--- config.mk ---
export PLATFORM = sky130hd
export DESIGN_NAME = cfg_dbuf_ctrl
export DESIGN_NICKNAME = d
export VERILOG_FILES = /design/src/rtl/cfg_dbuf_pkg.sv /design/src/rtl/cfg_wr_decode.sv /design/src/rtl/cfg_shadow_bank.sv /design/src/rtl/cfg_update_seq.sv /design/src/rtl/cfg_active_bank.sv /design/src/rtl/cfg_dbuf_ctrl.sv
export SDC_FILE = /design/constraint.sdc
export NUM_CORES = 1
export LEC_CHECK = 0
export ABC_AREA = 1
export BUFFER_PORTS_ARGS = -buffer_cell sky130_fd_sc_hd__buf_4
export CAP_MARGIN = 20
export CORE_ASPECT_RATIO = 0.8
export CORE_MARGIN = 4
export CORE_UTILIZATION = 45
export DETAILED_ROUTE_END_ITERATION = 7
export PLACE_DENSITY = 0.67
export SKIP_LAST_GASP = 1
export SLEW_MARGIN = 20
export SYNTH_ARGS = -nofsm -noshare
export SYNTH_HDL_FRONTEND = slang
export SYNTH_SLANG_ARGS = --single-unit
--- constraint.sdc ---
create_clock -name clk -period 1.5 [get_ports clk]
set_clock_uncertainty 0.05 [all_clocks]
set_input_delay 0.15 -clock clk [delete_from_list [all_inputs] [get_ports clk]]
set_output_delay 0.15 -clock clk [all_outputs]
set_load 0.1 [all_outputs]
--- src/rtl/cfg_dbuf_pkg.sv ---
`timescale 1ns/1ps
package cfg_dbuf_pkg;
    typedef enum logic [1:0] {
        WR_NONE  = 2'd0,
        WR_REG   = 2'd1,
        WR_ARM   = 2'd2,
        WR_OTHER = 2'd3
    } wr_kind_e;
endpackage

--- src/rtl/cfg_wr_decode.sv ---
`timescale 1ns/1ps
module cfg_wr_decode
    import cfg_dbuf_pkg::*;
#(
    parameter int ADDR_W    = 8,
    parameter int NUM_REGS  = 4,
    parameter int CTRL_ADDR = 64,
    localparam int IDX_W    = (NUM_REGS > 1) ? $clog2(NUM_REGS) : 1
) (
    input  logic              wr_en_i,
    input  logic [ADDR_W-1:0] wr_addr_i,
    input  logic              arm_bit_i,
    output wr_kind_e          kind_o,
    output logic [IDX_W-1:0]  idx_o
);
    always_comb begin
        kind_o = WR_NONE;
        idx_o  = wr_addr_i[IDX_W-1:0];
        if (wr_en_i) begin
            if (wr_addr_i < ADDR_W'(NUM_REGS))
                kind_o = WR_REG;
            else if (wr_addr_i == ADDR_W'(CTRL_ADDR))
                kind_o = arm_bit_i ? WR_ARM : WR_OTHER;
            else
                kind_o = WR_OTHER;
        end
    end
endmodule

--- src/rtl/cfg_shadow_bank.sv ---
`timescale 1ns/1ps
module cfg_shadow_bank #(
    parameter int DATA_W   = 16,
    parameter int NUM_REGS = 4,
    localparam int IDX_W   = (NUM_REGS > 1) ? $clog2(NUM_REGS) : 1
) (
    input  logic                             clk,
    input  logic                             rst_n,
    input  logic                             we_i,
    input  logic [IDX_W-1:0]                 idx_i,
    input  logic [DATA_W-1:0]                data_i,
    output logic [NUM_REGS-1:0][DATA_W-1:0]  shadow_o
);
    typedef struct packed {
        logic [NUM_REGS-1:0][DATA_W-1:0] regs;
    } sh_state_t;

    sh_state_t sh_d, sh_q;

    always_comb begin
        sh_d = sh_q;
        if (we_i)
            sh_d.regs[idx_i] = data_i;
    end

    always_ff @(posedge clk or negedge rst_n) begin
        if (!rst_n) sh_q <= '0;
        else        sh_q <= sh_d;
    end

    assign shadow_o = sh_q.regs;

    AST_SHADOW_TAKES_WRITE: assert property (@(posedge clk) disable iff (!rst_n)
        we_i |=> sh_q.regs[$past(idx_i)] == $past(data_i));
    AST_SHADOW_HOLDS: assert property (@(posedge clk) disable iff (!rst_n)
        !we_i |=> $stable(sh_q));
endmodule

--- src/rtl/cfg_update_seq.sv ---
`timescale 1ns/1ps
module cfg_update_seq (
    input  logic clk,
    input  logic rst_n,
    input  logic arm_i,
    input  logic gen_run_i,
    output logic xfer_o,
    output logic pending_o
);
    typedef struct packed {
        logic pending;
    } seq_state_t;

    seq_state_t seq_d, seq_q;

    always_comb begin
        seq_d  = seq_q;
        xfer_o = seq_q.pending && !gen_run_i;
        if (xfer_o) seq_d.pending = 1'b0;
        if (arm_i)  seq_d.pending = 1'b1;
    end

    always_ff @(posedge clk or negedge rst_n) begin
        if (!rst_n) seq_q <= '0;
        else        seq_q <= seq_d;
    end

    assign pending_o = seq_q.pending;

    AST_ARM_SETS_PENDING: assert property (@(posedge clk) disable iff (!rst_n)
        arm_i |=> seq_q.pending);
    AST_NO_SELF_ARM: assert property (@(posedge clk) disable iff (!rst_n)
        !seq_q.pending && !arm_i |=> !seq_q.pending);
    AST_BUSY_KEEPS_PENDING: assert property (@(posedge clk) disable iff (!rst_n)
        seq_q.pending && gen_run_i |=> seq_q.pending);
    AST_XFER_CLEARS: assert property (@(posedge clk) disable iff (!rst_n)
        seq_q.pending && !gen_run_i && !arm_i |=> !seq_q.pending);
    AST_REARM_ON_XFER: assert property (@(posedge clk) disable iff (!rst_n)
        xfer_o && arm_i |=> seq_q.pending);
endmodule

--- src/rtl/cfg_active_bank.sv ---
`timescale 1ns/1ps
module cfg_active_bank #(
    parameter int DATA_W   = 16,
    parameter int NUM_REGS = 4
) (
    input  logic                             clk,
    input  logic                             rst_n,
    input  logic                             xfer_i,
    input  logic [NUM_REGS-1:0][DATA_W-1:0]  shadow_i,
    output logic [NUM_REGS-1:0][DATA_W-1:0]  active_o
);
    typedef struct packed {
        logic [NUM_REGS-1:0][DATA_W-1:0] regs;
    } act_state_t;

    act_state_t act_d, act_q;

    always_comb begin
        act_d = act_q;
        if (xfer_i)
            act_d.regs = shadow_i;
    end

    always_ff @(posedge clk or negedge rst_n) begin
        if (!rst_n) act_q <= '0;
        else        act_q <= act_d;
    end

    assign active_o = act_q.regs;

    AST_WHOLE_SET_COPIED: assert property (@(posedge clk) disable iff (!rst_n)
        xfer_i |=> act_q.regs == $past(shadow_i));
    AST_ACTIVE_FROZEN: assert property (@(posedge clk) disable iff (!rst_n)
        !xfer_i |=> $stable(act_q));
endmodule

--- src/rtl/cfg_dbuf_ctrl.sv ---
`timescale 1ns/1ps
module cfg_dbuf_ctrl
    import cfg_dbuf_pkg::*;
#(
    parameter int ADDR_W    = 8,
    parameter int DATA_W    = 16,
    parameter int NUM_REGS  = 4,
    parameter int CTRL_ADDR = 64,
    localparam int IDX_W    = (NUM_REGS > 1) ? $clog2(NUM_REGS) : 1
) (
    input  logic                         clk,
    input  logic                         rst_n,
    input  logic                         wr_en_i,
    input  logic [ADDR_W-1:0]            wr_addr_i,
    input  logic [DATA_W-1:0]            wr_data_i,
    input  logic                         gen_run_i,
    output logic [NUM_REGS*DATA_W-1:0]   act_o,
    output logic                         pending_o
);
    wr_kind_e                         kind;
    logic [IDX_W-1:0]                 idx;
    logic                             xfer;
    logic [NUM_REGS-1:0][DATA_W-1:0]  shadow;
    logic [NUM_REGS-1:0][DATA_W-1:0]  active;

    cfg_wr_decode #(
        .ADDR_W(ADDR_W), .NUM_REGS(NUM_REGS), .CTRL_ADDR(CTRL_ADDR)
    ) u_dec (
        .wr_en_i(wr_en_i), .wr_addr_i(wr_addr_i), .arm_bit_i(wr_data_i[0]),
        .kind_o(kind), .idx_o(idx)
    );

    cfg_shadow_bank #(.DATA_W(DATA_W), .NUM_REGS(NUM_REGS)) u_shadow (
        .clk(clk), .rst_n(rst_n), .we_i(kind == WR_REG), .idx_i(idx),
        .data_i(wr_data_i), .shadow_o(shadow)
    );

    cfg_update_seq u_seq (
        .clk(clk), .rst_n(rst_n), .arm_i(kind == WR_ARM),
        .gen_run_i(gen_run_i), .xfer_o(xfer), .pending_o(pending_o)
    );

    cfg_active_bank #(.DATA_W(DATA_W), .NUM_REGS(NUM_REGS)) u_active (
        .clk(clk), .rst_n(rst_n), .xfer_i(xfer), .shadow_i(shadow),
        .active_o(active)
    );

    assign act_o = active;

    AST_RUN_FREEZES_ACTIVE: assert property (@(posedge clk) disable iff (!rst_n)
        gen_run_i |=> $stable(act_o));
    AST_IDLE_NO_PENDING_STABLE: assert property (@(posedge clk) disable iff (!rst_n)
        !pending_o |=> $stable(act_o));
endmodule

; Word level (Yosys, flattened, before mapping)
; Cells that the tools add are included.
; W data, S select, Z words.
[op_classes]
n_lt_le_gt_ge = 3
n_eq_ne = 3
mux = 9
n_reduce_logical = 4
[op_table]
columns = op, n
row1 = $bwmux W64, 1
row2 = $demux W16 S2, 1
row3 = $mux W16, 1
row4 = $eq A8 B7 Y1 const B, 1
row5 = $lt A8 B3 Y1 const B, 1
row6 = $mux W2, 3
row7 = $lt A2 B3 Y1 const B, 1
row8 = $mux W1, 3
row9 = $eq A2 B1 Y1 const B, 1
row10 = $eq A2 B2 Y1 const B, 1
row11 = $ge A2 B1 Y1 const B, 1
row12 = $logic_and A1 B1 Y1, 2
row13 = $reduce_bool A2 Y1, 1
row14 = $logic_not A1 Y1, 1
[word_totals]
regBits = 129
input_bits = 28
out_inout_bits = 65

; Logic depth before layout (Yosys ltp)
; Gate-level depths: netlist (run 1).
[depth]
word_depth = 6
ltp_mapped = 7
mapped_depth_nobuf = 6

; By module
; A second synthesis (run 1) with hierarchy kept.
[unflattened]
cells_unflattened = 584
area_unflattened_um2 = 5202.5
[by_module_without_submodules]
columns = mod, instances, cells_each, area_per_inst_um2, seq_area_each_um2
row1 = cfg_shadow_bank, 1, 285, 2611.3, 1601.5
row2 = cfg_active_bank, 1, 270, 2446.1, 1601.5
row3 = cfg_wr_decode, 1, 19, 83.8, 0.0
row4 = cfg_update_seq, 1, 6, 46.3, 25.0
row5 = cfg_dbuf_ctrl, 1, 4, 15.0, 0.0

; Least setup slack after synthesis (run 1)
; Ideal clock, no wire load.
[synth_timing]
kind = register to register
start = reg u_seq.seq_q, in the netlist u_seq.pending_o
end = reg u_active.act_q (netlist bit u_active.active_o[0])
setup_ns = 0.122
arrival_ns = 1.648
setup_slack_ns = -0.320
path_stages_with_launch = 5
path_cell_list = dfrtp_1 nand2_1 clkbuf_1 nand2_1 nand2_1
[synth_via]
elab_chain_len = 1
[synth_lines]
columns = item, line_no
row1 = start: declaration, cfg_update_seq.sv:14  ; seq_state_t seq_d, seq_q;
row2 = start signal: assignment, cfg_update_seq.sv:25  ; else seq_q <= seq_d;
row3 = $logic_and A1 B1 Y1, cfg_update_seq.sv:18  ; xfer_o = seq_q.pending && !gen_run_i;
row4 = end signal: assignment, cfg_active_bank.sv:26  ; else act_q <= act_d;
row5 = end: declaration, cfg_active_bank.sv:16  ; act_state_t act_d, act_q;
; Every way passes these cells.
; A chain may end at the register's enable or synchronous reset.

; Final worst setup path (run 1)
[layout_timing]
start = in wr_data_i[0]
end = reg u_seq.seq_q, in the netlist u_seq.pending_o
[layout_via]
elab_chain_len = 6
[layout_lines]
columns = item, line_no
row1 = start: declaration, cfg_dbuf_ctrl.sv:15  ; input logic [DATA_W-1:0] wr_data_i,
row2 = $mux W1 (*), cfg_wr_decode.sv:23  ; kind_o = arm_bit_i ? WR_ARM : WR_OTHER;
row3 = $mux W2 (*), cfg_wr_decode.sv:22  ; else if (wr_addr_i == ADDR_W'(CTRL_ADDR))
row4 = $mux W2 (*), cfg_wr_decode.sv:20  ; if (wr_addr_i < ADDR_W'(NUM_REGS))
row5 = $mux W2 (*), cfg_wr_decode.sv:19  ; if (wr_en_i) begin
row6 = $eq A2 B2 Y1 (*), cfg_dbuf_ctrl.sv:39  ; .clk(clk), .rst_n(rst_n), .arm_i(kind == WR_ARM),
row7 = $mux W1 / $reduce_bool A2 Y1 (equally long branches), --
; Mark *: on every way between the ends. The rest lies on a longest branch, timed or not.

==> flow_summary.toml, run 1 <==
[outcome]
status = "complete, no violations"

[cts]
cts_tree = "built"
numCtsBuffers = 17
clk_latency_ns = 0.41
cts.reportedPaths.clkPinSlew_ns = 0.05
root_buffer = "clkbuf_16"
cts_buffer_depth = 2
h-tree-depth = 4
cts_resized = 0
cts_sinks = 129

[floorplan]
fp.dieH_um = 104
rows = 34
die-area_sq_um = 13300
initial_core_util_pct = 47.0
io_pins = 93
core_sq_um = 11100
fp.dieW_um = 128

[critical_path]
start_kind = "input pin"
r2r_setup_slack_ns = 0.15
cp-startpoint = "wr_data_i[0]"
cp.required_ns = 1.79
rr_endpoint = "u_seq.pending_o$_DFFE_PN0P_"
crit_slowest_cell = "dlygate4sd3_1"
cp_common_cell = "dlygate4sd3_1"
slowest_delay_ns = 0.56
cp_cell_sequence = "dlygate4sd3_1 -> buf_4 -> nand4_1 -> o21ai_0 -> dlygate4sd3_1"
r2r_cells = 3
end_kind = "flop"
crit_buf_inv = 3
critPathArrivalTime_ns = 1.66
crit_type = "in2reg"
worstPathMaxFanout = 5
path_delay_family = "buffers and inverters"
r2r-start = "u_seq.pending_o$_DFFE_PN0P_"

[sta]
max_slew_margin_pct = 76.9
timing.fmax_mhz = 729
hold_viol = 0
post-route-min-period_ns = 1.37
slew_violations = 0
setup_viol = 0
setup_tns_ns = 0
period_share_pct = 91.4
tightest_slew_ns = 0.347
rsz0062_at_grt = "false"

[logic_synthesis]
synth_top_cell_by_area = "dfrtp_1"
syn_nets = 603
yosys_warnings = 0
synth_cell_types = 18
yosysMostFrequentCell = "nand2_1"
synth_top_area_share_pct = 62.1
synth_seq_area_share_pct = 62.1
syn_area_sq_um = 5200
async_flop_share_pct = 100
avgSynthCellArea_sq_um = 9.04
synth_seq_cells = 129
synth_ff_type = "dfrtp_1"
ys_top_cells_by_count = "262 x nand2_1, 129 x dfrtp_1, 129 x nand3_1, 11 x clkbuf_1, 9 x buf_2"
synthTopCellsByArea = "dfrtp_1 62%, nand2_1 19%, nand3_1 12%, nand3_4 1.0%, buf_2 0.87%"
synth_cells = 575
synth_edf_count = 0

[routing]
num_vias = 4360
drc = 0
ant_nets = 0
vias_per_cell = 5.20
drt_iter0_drc = 469
wire_per_inst_um = 16.1
dr.pass1.iters = 5
wirelength_mm = 13.5

[finish]
fillers = 931
drive_above_1_share_pct = 21.6
seq_area_sq_um = 3230
multiInputGateArea_sq_um = 1760
finish.instance_area_sq_um = 6810
antennaDiodeCount = 0
area_growth_pct = 30.9
nNetsFinal = 713

[job]
max_cap_viol_count = 0

[place]
hpwl_mm = 8.79
placed_area_sq_um = 6090
io_buffers = 92
place.gp.congestion = 0.791

[pwr]
peakVddDrop_mv = 0.812
powerDensity_nw_per_um2 = 1170
p_leak_uw = 0.00384

[worst_hold_path]
hold_end = "u_shadow.shadow_o[14]$_DFFE_PN0P_"
hp-class = "in2reg"
min_delay_path_depth = 3
holdCritStartpoint = "wr_data_i[14]"

[grt]
gr-usage-all-layers_pct = 21.1
grt_pass1_vias = 4316
antenna_found_initial = 0
grt_max_degree = 65
grt_pass1_wl_mm = 22.4
gr-total-overflow = 0
## worst reg2reg max path, cell delays in order (launching register included)
cell	delay, ns
dfrtp_4	0.50
nand2_1	0.07
o21ai_0	0.06
dlygate4sd3_1	0.55
## metrics by stage
| stage | hold slack (ns) | total power [uW] | utilization, % | setup WS, ns | cells |
|---|---|---|---|---|---|
| after floorplan | -0.196 | 3840 | - | 0.0887 | 575 |
| after global placement | 0.0227 | 4090 | 55.0 | 0.213 | 794 |
| after detailed placement | 0.0256 | 4100 | 55.0 | 0.144 | 794 |
| after CTS | 0.00235 | 8040 | 61.5 | 0.133 | 839 |
| after global routing | 0.0165 | 8260 | 61.5 | 0.0960 | 839 |
| final | 0.00537 | 7980 | 61.5 | 0.128 | 839 |
## flip-flops by register name (all words and copies together), names as in the netlist
name	flops
u_active.active_o	64
u_shadow.shadow_o	64
u_seq.pending_o	1
## layer usage
| layer | wire, um | part of all wire, % | track usage, % | vias up |
|---|---|---|---|---|
| li1 | - | - | - | 2065 |
| met1 | 6120 | 45 | 30.1 | 2123 |
| met2 | 6170 | 46 | 31.9 | 149 |
| met3 | 940 | 7.0 | 5.24 | 23 |
| met4 | 230 | 1.7 | 6.14 | 0 |
| met5 | 0 | 0 | 0 | - |
## layout by cell type, fill, tap and decap left out, drive strengths merged
| master | instances |
|---|---|
| clkbuf | 22 |
| dlygate4sd3 | 16 |
| nor2 | 7 |
| dfrtp | 129 |
| nand2 | 262 |
| inv | 6 |
| bufinv | 2 |
| buf | 109 |
| nand3 | 133 |
| o21ai | 1 |
| nand4 | 1 |
| clkinv | 7 |
## power breakdown
part / leakage, uW / total [uW] / switching [uW] / internal (uW)
Clock: 0.000281 / 3910 / 1380 / 2530
Sequential: 0.00179 / 3620 / 49.5 / 3570
Combinational: 0.00177 / 452 / 297 / 155
Total: 0.00384 / 7980 / 1730 / 6260
## worst max path at each step
stage / endpoint / slack (ns) / cells past startpoint
3_3_place_gp: u_shadow.shadow_o[49]$_DFFE_PN0P_ / 0.21 / 7
4_1_cts: pending_o / 0.13 / 1
6_report: u_seq.pending_o$_DFFE_PN0P_ / 0.13 / 5
5_1_grt: u_seq.pending_o$_DFFE_PN0P_ / 0.1 / 5
3_5_place_dp: u_shadow.shadow_o[54]$_DFFE_PN0P_ / 0.14 / 7
2_1_floorplan: u_active.active_o[0]$_DFFE_PN0P_ / 0.09 / 4
## layout make-up
type                            count  share of cell area [%]
Sequential cell                   129                    47.5
Multi-Input combinational cell    404                    25.9
Timing Repair Buffer              125                    15.3
Clock buffer                       22                    6.97
Tap cell                          144                    2.65
Clock inverter                      7                    1.25
Inverter                            8                   0.441
## kinds of logic (layout without fill, tap and decap cells)
kind of cell / after synthesis / count (layout) / share of synthesized area, %
flops: 129 / 129 / 62.1
simple gates: 403 / 403 / 33.8
buf+inv: 42 / 162 / 4.04
compound gates: 1 / 1 / 0.0962
## repair_timing
item / CTS / global route
hold buffers: 16 / 0
buffers inserted: 0 / 0
hold endpoints to repair: 167 / 0
(Power assumes the default switching activity.)
==> run 2, diff against run 1 <==
Settings changed: SYNTH_HIERARCHICAL set to 1.
==> run 2 against run 1 <==
Compared with the run above:
- non-clock buffer count is 2 higher
- count of clock-buffer cells in the layout did not move
- largest power group is now combinational cells
- synthesized cell count grew 1.6%
- critical path depth down 4
- setup slack improved by 0.091 ns
==> flow_summary.toml, run 2 <==
[outcome]
status = "complete, no violations"

[logic_synthesis]
synth_seq_area_share_pct = 62.0
synth_edf_count = 0
ys_top_cells_by_count = "324 x nand2_1, 129 x dfrtp_1, 48 x nand4_1, 19 x nand3_1, 17 x buf_2"
yosysMostFrequentCell = "nand2_1"
yosys_warnings = 6
synth_top_area_share_pct = 62.0
synth_top_cell_by_area = "dfrtp_1"
syn_area_sq_um = 5200
avgSynthCellArea_sq_um = 8.91
synth_cells = 584
async_flop_share_pct = 100
synthTopCellsByArea = "dfrtp_1 62%, nand2_1 23%, nand4_1 5.8%, nand3_1 1.8%, buf_2 1.6%"
synth_cell_types = 16
synth_ff_type = "dfrtp_1"
synth_seq_cells = 129
syn_nets = 612

[worst_hold_path]
hp-class = "in2reg"
holdCritStartpoint = "wr_data_i[0]"
min_delay_path_depth = 4
hold_end = "u_shadow/shadow_o[0]$_DFFE_PN0P_"

[finish]
final_common_cell = "nand2_1"
seq_area_sq_um = 3230
area_growth_pct = 29.7
final_cell_mix = "324 x nand2_1, 128 x dfrtp_1, 107 x buf_4, 48 x nand4_1, 19 x nand3_1"
post-route-util_pct = 60.8
nNetsFinal = 721
drive_above_1_share_pct = 20.8
final_cell_count_no_fill = 847
multiInputGateArea_sq_um = 1700
fillers = 980
antennaDiodeCount = 0

[grt]
grt_max_degree = 65
grt_pass1_wl_mm = 21.9
grt_pass1_vias = 4295
gr-total-overflow = 0
grt_use_met2_pct = 29.8
gr-usage-all-layers_pct = 20.7
antenna_found_initial = 0
grt.met1_usage_pct = 30.0
grt-busiest-layer = "met1"
gr-usage-met3_pct = 4.52

[sta]
setup_ws_ns = 0.219
hold_viol = 0
tightest_slew_ns = 0.383
rsz0062_at_grt = "false"
post-route-min-period_ns = 1.28
max_slew_margin_pct = 74.5
setup_tns_ns = 0
slew_violations = 0
timing.fmax_mhz = 781
hold_ws_ns = 0.0918
setup_viol = 0
period_share_pct = 85.4

[pwr]
switchingPower_uw = 5860
switching_share_pct = 43.1
p_clk_share_pct = 28.8
combPwrFrac_pct = 36.7
peakVddDrop_mv = 1.57
intPower_uw = 7730
p_leak_uw = 0.00372
powerDensity_nw_per_um2 = 2010
share_seq_of_total_power_pct = 34.5

[floorplan]
core_sq_um = 11100
rows = 34
initial_core_util_pct = 46.9
die-area_sq_um = 13400
fp.dieW_um = 128
io_pins = 93
fp.dieH_um = 104

[routing]
num_vias = 4280
wire_per_inst_um = 15.4
drt_iter0_drc = 475
ant_nets = 0
vias_per_cell = 5.05
dr.pass1.iters = 5
drc = 0
wirelength_mm = 13.1

[cts]
cts_sinks = 129
cts_buffer_depth = 2
root_buffer = "clkbuf_16"
cts_tree = "built"
cts.reportedPaths.clkPinSlew_ns = 0.05
clk_latency_ns = 0.41
numCtsBuffers = 17
h-tree-depth = 4

[critical_path]
path_delay_family = "flip-flops"
crit_slowest_cell = "dfrtp_1"
critPathArrivalTime_ns = 1.08
r2r_cells = 5
crit_type = "reg2out"
end_kind = "output pin"
cp_cell_sequence = "buf_4"
cp.required_ns = 1.30
slowest_delay_ns = 0.37
r2r-start = "u_seq/pending_o$_DFFE_PN0P_"
cp-startpoint = "u_active/active_o[61]$_DFFE_PN0P_"
crit_buf_inv = 1
worstPathMaxFanout = 2
start_kind = "flop"
rr_endpoint = "u_active/active_o[0]$_DFFE_PN0P_"
r2r_setup_slack_ns = 0.34

[job]
max_cap_viol_count = 0

[place]
hpwl_mm = 8.60
io_buffers = 92
place.gp.congestion = 0.852
placed_cells = 801
pre_cts_slack_ns = -0.0479
## run 2: worst min-delay path, delay by kind of cell
kind                   cells  cell delay [ns]
AND/OR/NAND/NOR            2             0.14
buffers and inverters      2             0.21
## run 2: worst max-delay path by stage
stage	endpoint	cells after the start	slack [ns]
6_report	act_o[61]	1	0.22
5_1_grt	act_o[61]	1	0.17
4_1_cts	act_o[57]	1	0.20
3_5_place_dp	u_shadow/shadow_o[30]$_DFFE_PN0P_	11	-0.05
3_3_place_gp	u_shadow/shadow_o[29]$_DFFE_PN0P_	11	0.01
2_1_floorplan	u_shadow/shadow_o[53]$_DFFE_PN0P_	11	0.03
## run 2: logic make-up after synthesis
| family | Yosys count | share of synthesized area, % |
|---|---|---|
| simple gates | 406 | 32.5 |
| flops | 129 | 62.0 |
| buf+inv | 49 | 5.46 |
## run 2: final cells by class
cell class,instances,share of cell area (%)
Multi-Input combinational cell,406,25.2
Timing Repair Buffer,127,15.3
Sequential cell,129,47.8
Clock inverter,7,1.26
Tap cell,144,2.67
Clock buffer,22,7.03
Inverter,12,0.667
## run 2: repair_timing
| action | CTS | global route |
|---|---|---|
| setup buffers | 0 | 0 |
| setup endpoints to repair | 0 | 0 |
| resized for setup | 0 | 0 |
| hold buffers | 17 | 0 |
| endpoints found under the hold margin | 106 | 0 |
## run 2: through the flow
stage / total power, uW / cell area [sq um]
2_1_floorplan: 8490 / 5200
3_3_place_gp: 9640 / 6020
3_5_place_dp: 9700 / 6020
4_1_cts: 13700 / 6750
5_1_grt: 14200 / 6750
6_report: 13600 / 6750
## run 2: routing by layer
| layer | vias up | wire length, um |
|---|---|---|
| li1 | 2072 | - |
| met1 | 2049 | 6090 |
| met2 | 134 | 5880 |
| met3 | 25 | 802 |
| met4 | 0 | 293 |
| met5 | - | 0 |
## run 2: power by group through the flow
stage	Clock [uW]	Sequential, uW	Combinational [uW]
after floorplan	0	7730	765
after global placement	0	4720	4920
after detailed placement	0	4730	4970
after CTS	3990	4700	5020
after global routing	4150	4800	5210
final	3920	4690	4980
==> run 3, diff against run 2 <==
Settings changed: CORE_UTILIZATION 45 to 55, PLACE_DENSITY 0.67 to 0.79.
==> run 3 against run 2 <==
Compared with the run above:
- sequential share of layout area fell by 0.38 points
- sequential power barely moved
- final cell count fell by 2.7%
- critical path depth did not move
- register-to-register slack got worse by 0.04 ns
- wire length rose by 0.66%
- final area rose by 0.80%
- largest cell class unchanged
==> flow_summary.toml, run 3 (synthesis gave the netlist of run 2 again) <==
[floorplan]
fp.dieH_um = 95.0
core_sq_um = 9150
rows = 31
io_pins = 93
fp.dieW_um = 117
die-area_sq_um = 11100
initial_core_util_pct = 56.8

[place]
hpwl_mm = 8.37
io_buffers = 92
place.gp.congestion = 0.828

[routing]
dr.pass1.iters = 5
wire_per_inst_um = 16.0
drt_iter0_drc = 560
wirelength_mm = 13.1
num_vias = 4458
drc = 0
vias_per_cell = 5.41
ant_nets = 0

[finish]
area_growth_pct = 30.8
post-route-util_pct = 74.3
drive_above_1_share_pct = 22.0
final_cell_mix = "324 x nand2_1, 128 x dfrtp_1, 109 x buf_4, 48 x nand4_1, 19 x nand3_1"
final_common_cell = "nand2_1"
nNetsFinal = 724
antennaDiodeCount = 0
fillers = 631

[sta]
hold_viol = 0
setup_viol = 0
max_slew_margin_pct = 74.2
post-route-min-period_ns = 1.31
setup_tns_ns = 0
period_share_pct = 87.4
timing.fmax_mhz = 763
tightest_slew_ns = 0.388
rsz0062_at_grt = "false"
slew_violations = 0

[critical_path]
cp_cell_sequence = "buf_4"
cp.depth = 1
r2r_cells = 6
cp.required_ns = 1.30
crit_type = "reg2out"
crit_slowest_cell = "dfrtp_1"
critPathArrivalTime_ns = 1.11
start_kind = "flop"
path_delay_family = "flip-flops"
slowest_delay_ns = 0.39
worstPathMaxFanout = 2
end_kind = "output pin"
crit_buf_inv = 1

[pwr]
p_clk_share_pct = 29.5
share_seq_of_total_power_pct = 34.0
powerDensity_nw_per_um2 = 2030
combPwrFrac_pct = 36.5
p_leak_uw = 0.00374
intPower_uw = 7680
switching_share_pct = 44.3
switchingPower_uw = 6110
peakVddDrop_mv = 1.07

[grt]
grt_pass1_vias = 4308
grt_max_degree = 65
gr-total-overflow = 0
antenna_found_initial = 0
grt_pass1_wl_mm = 21.4
gr-usage-all-layers_pct = 25.2

[cts]
cts_resized = 0
numCtsBuffers = 17
cts_tree = "built"
root_buffer = "clkbuf_16"
cts.reportedPaths.clkPinSlew_ns = 0.06
cts_setup_buffers = 0
h-tree-depth = 4
cts_buffer_depth = 2
cts_sinks = 129
clk_latency_ns = 0.41
cts_hold_repair.buffers = 14

[outcome]
status = "complete, no violations"

[worst_hold_path]
hp-class = "in2reg"
min_delay_path_depth = 3

[job]
max_cap_viol_count = 0
## run 3: final cells by class
cell class                 count  area (sq um)  share of cell area, %
clock inverter                14           155                   2.28
tap                          115           144                   2.11
multi-input combinational    406          1700                   25.0
timing repair buffer         130          1100                   16.1
sequential                   129          3230                   47.5
inverter                      12          45.0                  0.662
clock buffer                  18           429                   6.31
## run 3: through the flow
stage / setup slack [ns] / area (sq um) / instances / total power, uW / hold slack (ns)
after detailed placement: -0.0466 / 6080 / 778 / 9710 / 0.0482
after global placement: 0.000182 / 6080 / 778 / 9620 / 0.0379
after CTS: 0.193 / 6800 / 824 / 13800 / 0.00384
after global routing: 0.166 / 6800 / 824 / 14300 / 0.00507
after floorplan: 0.0322 / 5200 / 584 / 8490 / -0.196
final: 0.190 / 6800 / 824 / 13800 / 0.00991
## run 3: path summary, 6_finish.rpt
| kind | startpoint | to | slack, ns |
|---|---|---|---|
| max | u_active/active_o[16]$_DFFE_PN0P_ | act_o[16] | 0.19 |
| min reg2reg | u_active/active_o[12]$_DFFE_PN0P_ | u_active/active_o[12]$_DFFE_PN0P_ | 0.42 |
| max in group asynchronous | rst_n | u_active/active_o[17]$_DFFE_PN0P_ | 0.66 |
| min in group asynchronous | rst_n | u_active/active_o[21]$_DFFE_PN0P_ | 0.16 |
| min | wr_data_i[4] | u_shadow/shadow_o[20]$_DFFE_PN0P_ | 0.01 |
| max reg2reg | u_seq/pending_o$_DFFE_PN0P_ | u_active/active_o[25]$_DFFE_PN0P_ | 0.30 |
## run 3: per-layer routing
metal | track usage [%] | up-vias | share of wire (%)
li1 | - | 2070 | -
met1 | 34.2 | 2096 | 43
met2 | 38.4 | 248 | 46
met3 | 6.85 | 44 | 8.4
met4 | 11.0 | 0 | 3.2
met5 | 0 | - | 0
## run 3: power by group through the flow
stage                     logic, uW  registers (uW)  clock network, uW
after global placement         4920            4700                  0
after floorplan                 765            7730                  0
after global routing           5240            4790               4280
after CTS                      5040            4690               4090
after detailed placement       4990            4730                  0
final                          5040            4690               4070
## run 3: worst min-delay path: cells and delay by family
family | cells | cell delay (ns)
buffers and inverters | 1 | 0.14
AND/OR/NAND/NOR | 2 | 0.14
